`src/rtl/vbs_pkg.sv`:
```
// Shared constants for the variable block size SAD merger.
// Assumes a 16x16 macroblock split into a 4x4 grid of 4x4 blocks.
package vbs_pkg;
    localparam int NBLK  = 16;  // 4x4 blocks per macroblock
    localparam int NPART = 41;  // tracked partitions of all sizes
    localparam int N_1   = 8;   // 8x4 (and 4x8) partitions
    localparam int N_2   = 4;   // 8x8 partitions
    localparam int N_3   = 2;   // 16x8 (and 8x16) partitions
endpackage

```
`src/rtl/sad_pair_add.sv`:
```
// Widening two-input adder used at every level of the SAD chain.
// Assumes unsigned operands; the result carries one extra bit so it cannot wrap.
module sad_pair_add #(
    parameter int W = 12
) (
    input  logic [W-1:0] a,
    input  logic [W-1:0] b,
    output logic [W:0]   y
);
    // Sum with carry kept as the top bit.
    always_comb y = {1'b0, a} + {1'b0, b};
endmodule

```
`src/rtl/sad_min_track.sv`:
```
// Running minimum of one partition SAD plus the motion vector that gave it.
// Assumes init and upd arrive aligned with cand; ties keep the stored entry.
module sad_min_track #(
    parameter int W    = 12,
    parameter int MV_W = 16
) (
    input  logic            clk,
    input  logic            rst_n,
    input  logic            upd,
    input  logic            init,
    input  logic [W-1:0]    cand,
    input  logic [MV_W-1:0] cand_mv,
    output logic [W-1:0]    best,
    output logic [MV_W-1:0] best_mv
);
    // Reset, search start, or strict-less replacement of the stored minimum.
    always_ff @(posedge clk) begin
        if (!rst_n) begin
            best    <= '1;
            best_mv <= '0;
        end else if (init && upd) begin
            best    <= cand;
            best_mv <= cand_mv;
        end else if (init) begin
            best    <= '1;
            best_mv <= '0;
        end else if (upd && (cand < best)) begin
            best    <= cand;
            best_mv <= cand_mv;
        end
    end

    p_never_rises_r7: assert property (@(posedge clk) disable iff (!rst_n)
        !init |=> best <= $past(best));
    p_tie_holds_r7: assert property (@(posedge clk) disable iff (!rst_n)
        (upd && !init && cand >= best) |=> ($stable(best) && $stable(best_mv)));
    p_smaller_taken_r7: assert property (@(posedge clk) disable iff (!rst_n)
        (upd && !init && cand < best) |=> (best == $past(cand) && best_mv == $past(cand_mv)));
    p_idle_ignored_r11: assert property (@(posedge clk) disable iff (!rst_n)
        (!upd && !init) |=> ($stable(best) && $stable(best_mv)));
endmodule

```
`src/rtl/vbs_sad_merge.sv`:
```
// Variable block size SAD merger: sums sixteen 4x4 SADs into all 41
// partition SADs and tracks a minimum and motion vector per partition.
// Pipeline: edge 1 registers the 8x4/4x8 sums, edge 2 registers the 8x8 and
// larger sums, edge 3 updates the minima. Control flags travel with the data.
module vbs_sad_merge
    import vbs_pkg::*;
#(
    parameter int SAD4_W = 12,
    parameter int MV_W   = 16
) (
    input  logic                      clk,
    input  logic                      rst_n,
    input  logic                      cand_valid,
    input  logic                      search_start,
    input  logic                      search_last,
    input  logic [NBLK*SAD4_W-1:0]    cand_sad4,
    input  logic [MV_W-1:0]           cand_mv,
    output logic [NPART*(SAD4_W+4)-1:0] best_sad,
    output logic [NPART*MV_W-1:0]     best_mv,
    output logic                      search_done
);
    localparam int W1    = SAD4_W + 1;
    localparam int W2    = SAD4_W + 2;
    localparam int W3    = SAD4_W + 3;
    localparam int OUT_W = SAD4_W + 4;

    logic [SAD4_W-1:0] in4 [NBLK];
    logic [W1-1:0] l1h [N_1];
    logic [W1-1:0] l1v [N_1];

    // Stage A registers
    logic              a_vld, a_start, a_last;
    logic [MV_W-1:0]   a_mv;
    logic [SAD4_W-1:0] a_s0 [NBLK];
    logic [W1-1:0]     a_s1h [N_1];
    logic [W1-1:0]     a_s1v [N_1];

    logic [W2-1:0]     l2 [N_2];
    logic [W3-1:0]     l3h [N_3];
    logic [W3-1:0]     l3v [N_3];
    logic [OUT_W-1:0]  l4;

    // Stage B registers
    logic              b_vld, b_start, b_last;
    logic [MV_W-1:0]   b_mv;
    logic [SAD4_W-1:0] b_s0 [NBLK];
    logic [W1-1:0]     b_s1h [N_1];
    logic [W1-1:0]     b_s1v [N_1];
    logic [W2-1:0]     b_s2 [N_2];
    logic [W3-1:0]     b_s3h [N_3];
    logic [W3-1:0]     b_s3v [N_3];
    logic [OUT_W-1:0]  b_s4;

    // Level 1: horizontal (8x4) and vertical (4x8) pairs of 4x4 blocks.
    for (genvar i = 0; i < NBLK; i++) begin : g_unpack
        assign in4[i] = cand_sad4[i*SAD4_W +: SAD4_W];
    end
    for (genvar j = 0; j < N_1; j++) begin : g_l1
        sad_pair_add #(.W(SAD4_W)) u_h (
            .a(in4[(j/2)*4 + (j%2)*2]), .b(in4[(j/2)*4 + (j%2)*2 + 1]), .y(l1h[j]));
        sad_pair_add #(.W(SAD4_W)) u_v (
            .a(in4[(j/4)*8 + (j%4)]), .b(in4[(j/4)*8 + 4 + (j%4)]), .y(l1v[j]));
    end

    // Stage A control flags, cleared by reset.
    always_ff @(posedge clk) begin
        if (!rst_n) begin
            a_vld <= 1'b0; a_start <= 1'b0; a_last <= 1'b0;
        end else begin
            a_vld <= cand_valid; a_start <= search_start; a_last <= search_last;
        end
    end

    // Stage A data capture.
    always_ff @(posedge clk) begin
        a_mv  <= cand_mv;
        a_s0  <= in4;
        a_s1h <= l1h;
        a_s1v <= l1v;
    end

    // Levels 2 to 4: 8x8 from 8x4 pairs, 16x8/8x16 from 8x8 pairs, 16x16.
    for (genvar q = 0; q < N_2; q++) begin : g_l2
        sad_pair_add #(.W(W1)) u_q (
            .a(a_s1h[(q/2)*4 + (q%2)]), .b(a_s1h[(q/2)*4 + 2 + (q%2)]), .y(l2[q]));
    end
    for (genvar k = 0; k < N_3; k++) begin : g_l3
        sad_pair_add #(.W(W2)) u_h (.a(l2[2*k]), .b(l2[2*k + 1]), .y(l3h[k]));
        sad_pair_add #(.W(W2)) u_v (.a(l2[k]),   .b(l2[k + 2]),   .y(l3v[k]));
    end
    sad_pair_add #(.W(W3)) u_l4 (.a(l3h[0]), .b(l3h[1]), .y(l4));

    // Stage B control flags, cleared by reset.
    always_ff @(posedge clk) begin
        if (!rst_n) begin
            b_vld <= 1'b0; b_start <= 1'b0; b_last <= 1'b0;
        end else begin
            b_vld <= a_vld; b_start <= a_start; b_last <= a_last;
        end
    end

    // Stage B data capture.
    always_ff @(posedge clk) begin
        b_mv  <= a_mv;
        b_s0  <= a_s0;
        b_s1h <= a_s1h;
        b_s1v <= a_s1v;
        b_s2  <= l2;
        b_s3h <= l3h;
        b_s3v <= l3v;
        b_s4  <= l4;
    end

    // Stage C: one minimum tracker per partition, grouped by size.
    for (genvar g = 0; g < NBLK; g++) begin : g_t0
        logic [SAD4_W-1:0] tb;
        sad_min_track #(.W(SAD4_W), .MV_W(MV_W)) u_t (
            .clk(clk), .rst_n(rst_n), .upd(b_vld), .init(b_start),
            .cand(b_s0[g]), .cand_mv(b_mv), .best(tb), .best_mv(best_mv[g*MV_W +: MV_W]));
        assign best_sad[g*OUT_W +: OUT_W] = OUT_W'(tb);
    end
    for (genvar g = 0; g < N_1; g++) begin : g_t1
        logic [W1-1:0] th, tv;
        sad_min_track #(.W(W1), .MV_W(MV_W)) u_h (
            .clk(clk), .rst_n(rst_n), .upd(b_vld), .init(b_start),
            .cand(b_s1h[g]), .cand_mv(b_mv), .best(th), .best_mv(best_mv[(16+g)*MV_W +: MV_W]));
        sad_min_track #(.W(W1), .MV_W(MV_W)) u_v (
            .clk(clk), .rst_n(rst_n), .upd(b_vld), .init(b_start),
            .cand(b_s1v[g]), .cand_mv(b_mv), .best(tv), .best_mv(best_mv[(24+g)*MV_W +: MV_W]));
        assign best_sad[(16+g)*OUT_W +: OUT_W] = OUT_W'(th);
        assign best_sad[(24+g)*OUT_W +: OUT_W] = OUT_W'(tv);
    end
    for (genvar g = 0; g < N_2; g++) begin : g_t2
        logic [W2-1:0] tq;
        sad_min_track #(.W(W2), .MV_W(MV_W)) u_q (
            .clk(clk), .rst_n(rst_n), .upd(b_vld), .init(b_start),
            .cand(b_s2[g]), .cand_mv(b_mv), .best(tq), .best_mv(best_mv[(32+g)*MV_W +: MV_W]));
        assign best_sad[(32+g)*OUT_W +: OUT_W] = OUT_W'(tq);
    end
    for (genvar g = 0; g < N_3; g++) begin : g_t3
        logic [W3-1:0] th, tv;
        sad_min_track #(.W(W3), .MV_W(MV_W)) u_h (
            .clk(clk), .rst_n(rst_n), .upd(b_vld), .init(b_start),
            .cand(b_s3h[g]), .cand_mv(b_mv), .best(th), .best_mv(best_mv[(36+g)*MV_W +: MV_W]));
        sad_min_track #(.W(W3), .MV_W(MV_W)) u_v (
            .clk(clk), .rst_n(rst_n), .upd(b_vld), .init(b_start),
            .cand(b_s3v[g]), .cand_mv(b_mv), .best(tv), .best_mv(best_mv[(38+g)*MV_W +: MV_W]));
        assign best_sad[(36+g)*OUT_W +: OUT_W] = OUT_W'(th);
        assign best_sad[(38+g)*OUT_W +: OUT_W] = OUT_W'(tv);
    end
    sad_min_track #(.W(OUT_W), .MV_W(MV_W)) u_t4 (
        .clk(clk), .rst_n(rst_n), .upd(b_vld), .init(b_start),
        .cand(b_s4), .cand_mv(b_mv), .best(best_sad[40*OUT_W +: OUT_W]),
        .best_mv(best_mv[40*MV_W +: MV_W]));

    // Completion pulse aligned with the last candidate's merged results.
    always_ff @(posedge clk) begin
        if (!rst_n) search_done <= 1'b0;
        else        search_done <= b_vld && b_last;
    end

    p_done_follows_last_r9: assert property (@(posedge clk) disable iff (!rst_n)
        search_done |-> $past(cand_valid && search_last, 3));
endmodule

```
`config.mk`:
```
export PLATFORM = sky130hd
export DESIGN_NAME = vbs_sad_merge
export DESIGN_NICKNAME = d
export VERILOG_FILES = /design/src/rtl/vbs_pkg.sv /design/src/rtl/sad_pair_add.sv /design/src/rtl/sad_min_track.sv /design/src/rtl/vbs_sad_merge.sv
export SDC_FILE = /design/constraint.sdc
export NUM_CORES = 2
export LEC_CHECK = 0
export BUFFER_PORTS_ARGS = -buffer_cell sky130_fd_sc_hd__buf_4
export CAP_MARGIN = 20
export CELL_PAD_IN_SITES_DETAIL_PLACEMENT = 1
export CELL_PAD_IN_SITES_GLOBAL_PLACEMENT = 1
export CORE_AREA = 8 8 587 589
export DETAILED_ROUTE_END_ITERATION = 12
export DIE_AREA = 0 0 595 597
export GPL_ROUTABILITY_DRIVEN = 0
export PLACE_DENSITY = 0.56
export SETUP_SLACK_MARGIN = 0.02
export SKIP_LAST_GASP = 1
export SLEW_MARGIN = 20
export SYNTH_ARGS = -nofsm -noshare
export SYNTH_HDL_FRONTEND = slang
export SYNTH_SLANG_ARGS = --single-unit
```
`constraint.sdc`:
```
create_clock -name clk -period 10.8 [get_ports clk]
set_clock_uncertainty 0.15 [all_clocks]
set_input_delay 3.24 -clock clk [delete_from_list [all_inputs] [get_ports clk]]
set_output_delay 3.24 -clock clk [all_outputs]
set_load 0.005 [all_outputs]
```
Yosys cells after proc, flatten, opt, wreduce, memory -nomap -nowiden
Index checks and enable logic that the tools add are counted.

Register bits: 2159. Input port bits: 213. Output and inout bits: 1313.

Multiplexer cells: 246. $lt $le $gt $ge: 41. Reductions and logical operators: 84. Add/subtract/negate cells: 25.

Operators with widths (count): $mux W16 (126); $mux W13 (48); $mux W12 (48); $add A12 B12 Y13 (16); $lt A13 B13 Y1 (16); $lt A12 B12 Y1 (16); $mux W15 (12); $mux W14 (12); $reduce_bool A3 Y1 (41); $add A14 B14 Y15 (4); $lt A15 B15 Y1 (4); $add A13 B13 Y14 (4); $lt A14 B14 Y1 (4); $logic_and A1 B1 Y1 (43); $add A15 B15 Y16 (1); $lt A16 B16 Y1 (1).

Longest topological paths before layout
Word-level depth: 5. Depth in mapped cells: 21. Depth with buffers taken out: 21.

Modules after synthesis
A second synthesis with hierarchy kept.

Cell total of the unflattened synthesis: 9408. Area total of the unflattened synthesis: 96968.0 µm².

Modules (own cells, without submodules): sad_min_track at g_t0[0].u_t ... (area an instance 1461.4 µm², instances 16, cells an instance 147, seq. area each 560.5 µm²); sad_min_track at g_t1[0].u_h ... (area an instance 1445.1 µm², instances 16, cells an instance 143, seq. area each 580.6 µm²); vbs_sad_merge (area an instance 20424.6 µm², instances 1, cells an instance 1103, seq. area each 19438.6 µm²); sad_min_track at g_t3[0].u_h ... (area an instance 1605.3 µm², instances 4, cells an instance 187, seq. area each 620.6 µm²); sad_min_track at g_t2[0].u_q ... (area an instance 1496.4 µm², instances 4, cells an instance 160, seq. area each 600.6 µm²); sad_pair_add at g_l1[0].u_h ... (area an instance 628.1 µm², instances 9, cells an instance 82, seq. area each 0.0 µm²); sad_pair_add at g_l1[4].u_v ... (area an instance 625.6 µm², instances 7, cells an instance 82, seq. area each 0.0 µm²); sad_pair_add at g_l2[0].u_q ... (area an instance 641.9 µm², instances 4, cells an instance 85, seq. area each 0.0 µm²); sad_pair_add at g_l3[0].u_h ... (area an instance 649.4 µm², instances 3, cells an instance 84, seq. area each 0.0 µm²); sad_min_track at u_t4 (area an instance 1667.8 µm², instances 1, cells an instance 186, seq. area each 640.6 µm²); sad_pair_add at u_l4 (area an instance 793.3 µm², instances 1, cells an instance 106, seq. area each 0.0 µm²); sad_pair_add at g_l3[1].u_v (area an instance 623.1 µm², instances 1, cells an instance 81, seq. area each 0.0 µm²).

Worst setup path before layout
No wires, ideal clock.

Kind: input to register. Start: input port cand_sad4[120]. End: register a_s1h[38] (netlist name). Data arrival time: 5236 ps. Data required time: 10593 ps. Setup slack: 5357 ps. Stages on the path: 14. Path buffers: 0. Cell sequence: ha_1 inv_1 fa_1 nor2b_1 o21ai_0 a21boi_0 o21ai_0 a21boi_0 o21ai_0 a21boi_0 o21ai_0 nand2b_1 a21o_1 a21o_1.

Cells in the longest elaborated chain, start to end: 1.

RTL lines: start: declaration (RTL line vbs_sad_merge.sv:16) `input logic [NBLK*SAD4_W-1:0] cand_sad4,`; $add A12 B12 Y13 (RTL line sad_pair_add.sv:11) `always_comb y = {1'b0, a} + {1'b0, b};`; via g_l1[5].u_h.y[12] (RTL line sad_pair_add.sv:8) `output logic [W:0] y`; end signal: assignment (RTL line vbs_sad_merge.sv:78) `a_s1h <= l1h;`; end: declaration (RTL line vbs_sad_merge.sv:35) `logic [W1-1:0] a_s1h [N_1];`.

The timed path passes the listed nets, and every way through them passes these cells. A chain may end at the register's enable or synchronous reset.

Worst setup path after layout
Start: register a_s1h[65] (netlist name). End: register b_s4[15].

Cells in the longest elaborated chain, start to end: 3.

RTL lines: $add A13 B13 Y14 (RTL line sad_pair_add.sv:11); via g_l2[0].u_q.y[2] (RTL line sad_pair_add.sv:8); $add A14 B14 Y15 (RTL line sad_pair_add.sv:11); via g_l3[0].u_h.y[12] (RTL line sad_pair_add.sv:8); $add A15 B15 Y16 (RTL line sad_pair_add.sv:11); via l4[15] (RTL line vbs_sad_merge.sv:41) `logic [OUT_W-1:0] l4;`; end signal: assignment (RTL line vbs_sad_merge.sv:111) `b_s4 <= l4;`; end: declaration (RTL line vbs_sad_merge.sv:52) `logic [OUT_W-1:0] b_s4;`.

The timed path passes the listed nets, and every way through them passes these cells.

==> summary.md <==
| Metric | Value |
|---|---|
| FILL cells | 37.93k |
| Syn. warnings | 0 |
| Peak Freq | 164.6 MHz |
| Root Driver | clkbuf_16 |
| Critical path endpoint category | register |
| Post-synthesis mux area share | 6.639% |
| Crit path cell chain | ha_1, fa_1, xor2_1, ha_1, a21o_1, a21o_1, a21o_1, maj3_1, a21o_1, a21oi_1, maj3_1, a21oi_1, maj3_1, a21oi_1, xnor2_1, ha_1, nand2_1, o21ai_0, nand3_1, o211ai_1 |
| Hold WS | 164.9 ps |
| CP Data Required Time | 11,430 ps |
| First-pass GRT wire length | 528,200 µm |
| Starting Density | 25.32% |
| Routed vias | 66.45k |
| Worst path top cell family by delay | adder cells |
| Critical path arrival | 6710 ps |
| Routed WL | 382,000 µm |
| Worst-margin pin slew | 1186 ps |
| Number of flops mapped to enable cells by yosys | 0 |
| Io pins | 1,526 |
| Die H | 597 µm |
| Largest net degree at the start of global routing | 150 |
| Most frequent cells in the layout | dfxtp_1, buf_4, ha_1 |
| Post-synth top flop | dfxtp_1 |
| Length in cells of the worst reg-to-reg path | 20 |
| Post-Synth XOR/XNOR Area | 2.246% |
| Synthesized area per cell | 9.970 µm² |
| Worst Hold Path Cells | 0 |
| RSZ-0062 raised after global routing | false |
| Fin crit period | 6074 ps |
| Setup CP Type | reg -> reg |
| Final setup viols | 0 |
| Gr usage total | 20.46% |
| Post-CTS Setup Bufs | 0 |
| Clock transition at path regs | 60 ps |
| Critical path launch point type | register |
| Sequential element share of the synthesized area | 50.92% |
| CP Buf/Inv Count | 0 |
| Vias in the first global route | 70.59k |
| Synth Area in Adders | 12.43% |
| Drt first-iter violations | 3,008 |
| Cells after synthesis | 8,514 |
| Post-route cell area | 109,600 µm² |
| Post-cts resize count | 0 |
| Num rows | 213 |
| Congestion Overflow GR | 0 |
| Status | complete, no violations |
| CP max stage cell | xor2_1 |
| Placed Area | 100,400 µm² |
| Post-Synthesis Cell Area | 84,890 µm² |
| Leak | 54.89 nW |
| Most frequent CP cell | a21o_1 |
| Initial antenna violation count | 46 |
| First-pass iteration count of the detailed router | 5 |
| # nets final | 10.91k |
| Peak supply drop | 0.3789 mV |
| Worst-Skew Late Latency | 880 ps |
| Cell variety after synth | 81 |
| Clock Sinks | 2,159 |
| Core area | 335,300 µm² |
| Main combinational cell family by area after synthesis | adder cells |
| Area delta synth->final | 29.14% |
| Final worst slack | 4726 ps |
| Die area | 355,200 µm² |
| CP peak stage delay | 760 ps |
| Routed Antenna Nets | 0 |
| Crit path max fanout | 4 |
| Period utilisation layout | 56.24% |
| CTS buffer count | 264 |
| Synth Area in Simple Gates | 10.30% |
| Cts hold-fix bufs | 0 |
| CTS Buffer Depth | 4 |
| CTS H-Tree Depth | 5 |
| Post-detail-place hpwl | 296,000 µm |
| Compound-Gate Fraction of Synth Area | 11.55% |
| P per Cell Area | 250.4 nW/µm² |
| Average wire per standard cell | 26.32 µm |
| Post-synth ARST share | 0% |
| Die width | 595 µm |
| Place WS | 4037 ps |
| IO buf count | 1,401 |
| Max-slew headroom | 20.93% |
| Max cap viols | 0 |
| Yosys reg bits | 2,159 |
| DRC Markers | 0 |
| Setup_tns | 0 ps |
| Most common cell after layout, fill and taps aside | dfxtp_1 |
| Share of cells above drive strength 1 | 20.09% |
| CP Depth | 20 |
| Min-delay worst type | reg -> reg |
| CTS tree | yes |
| Hold Violations, Final | 0 |
| DR vias/cell | 4.578 |
| Final Max Slew Viols | 0 |
## cell families after synthesis
group,Yosys count
xor+xnor,213
simple gates,1912
flops,2159
fa+ha+maj,830
buf+inv,1211
other cells,1
mux,563
compound gates,1625
## layer usage
metal	global-route usage, %	routed length, µm	up-vias
met5	0	173	-
met4	7.483	15760	26
met3	5.667	26220	528
met2	35.39	181400	1750
met1	24.19	158400	32676
li1	-	-	31469
## cell usage after synthesis, types with 3 or more instances
library cell | count | area share [%]
a21o_1 | 274 | 2.4
a21oi_1 | 237 | 1.4
a221o_1 | 3 | 0.035
o21ba_2 | 3 | 0.035
o211ai_1 | 103 | 0.91
buf_1 | 40 | 0.18
nand3_1 | 583 | 3.4
or2_2 | 6 | 0.044
nand4_1 | 5 | 0.037
fa_1 | 25 | 0.59
o31ai_1 | 4 | 0.035
and4_1 | 18 | 0.19
inv_1 | 690 | 3.1
a211o_1 | 3 | 0.031
maj3_1 | 8 | 0.094
nor2_1 | 227 | 1.0
nand2b_1 | 104 | 0.77
mux2i_1 | 563 | 6.6
and2_1 | 30 | 0.22
o21bai_1 | 12 | 0.11
nand2_1 | 795 | 3.5
a211oi_1 | 29 | 0.26
clkbuf_1 | 352 | 1.6
a41oi_1 | 22 | 0.23
o2111ai_1 | 3 | 0.031
or3_1 | 3 | 0.022
o21ai_1 | 22 | 0.13
ha_1 | 795 | 12
nor2b_1 | 97 | 0.71
a31oi_1 | 37 | 0.27
xor2_1 | 41 | 0.42
nor3_1 | 11 | 0.065
o21a_1 | 30 | 0.27
o21ai_0 | 729 | 4.3
o311ai_0 | 18 | 0.19
a21boi_0 | 70 | 0.62
buf_4 | 124 | 1.1
a311oi_1 | 3 | 0.031
xnor2_1 | 168 | 1.7
a21o_2 | 3 | 0.031
and3_1 | 18 | 0.13
dfxtp_1 | 2159 | 51
## worst paths after layout
kind              startpoint         to  slack [ps]
setup / recovery   a_s1h[65]   b_s4[15]        4730
hold / removal     a_s1v[79]  b_s1v[79]         160
hold reg to reg    a_s1v[79]  b_s1v[79]         160
setup reg to reg   a_s1h[65]   b_s4[15]        4730
## flip-flops by register name (all words and copies together) (netlist names), 128 cells and up
name              count
g_t0.u_t.best_mv    256
a_s0                192
b_s0                192
g_t0.u_t.best       192
g_t1.u_h.best_mv    128
g_t1.u_v.best_mv    128
## power by group
| group | internal, W | switching (W) |
|---|---|---|
| registers | 0.00907 | 0.000721 |
| logic | 0.00342 | 0.00497 |
| clock network | 0.00559 | 0.00367 |
| total | 0.0181 | 0.00937 |
## area by class of cell
type / count / area, µm² / area share [%]
sequential: 2159 / 43230 / 39.43
multi-input combinational: 5267 / 37850 / 34.52
tap: 4407 / 5514 / 5.030
inverter: 693 / 2604 / 2.375
clock buffer: 376 / 7840 / 7.152
antenna: 27 / 67.56 / 0.06163
clock inverter: 93 / 1244 / 1.134
timing repair buffer: 1492 / 11280 / 10.29
## per-stage QoR
step           cells  utilization [%]  total power [W]
2_1_floorplan   8637                -          0.01486
3_3_place_gp   14016            29.95          0.01818
3_5_place_dp   14017            29.96          0.01844
4_1_cts        14486            32.67          0.02786
5_1_grt        14489            32.68          0.02906
6_report       14514            32.70          0.02745
(Power assumes the default switching activity.)
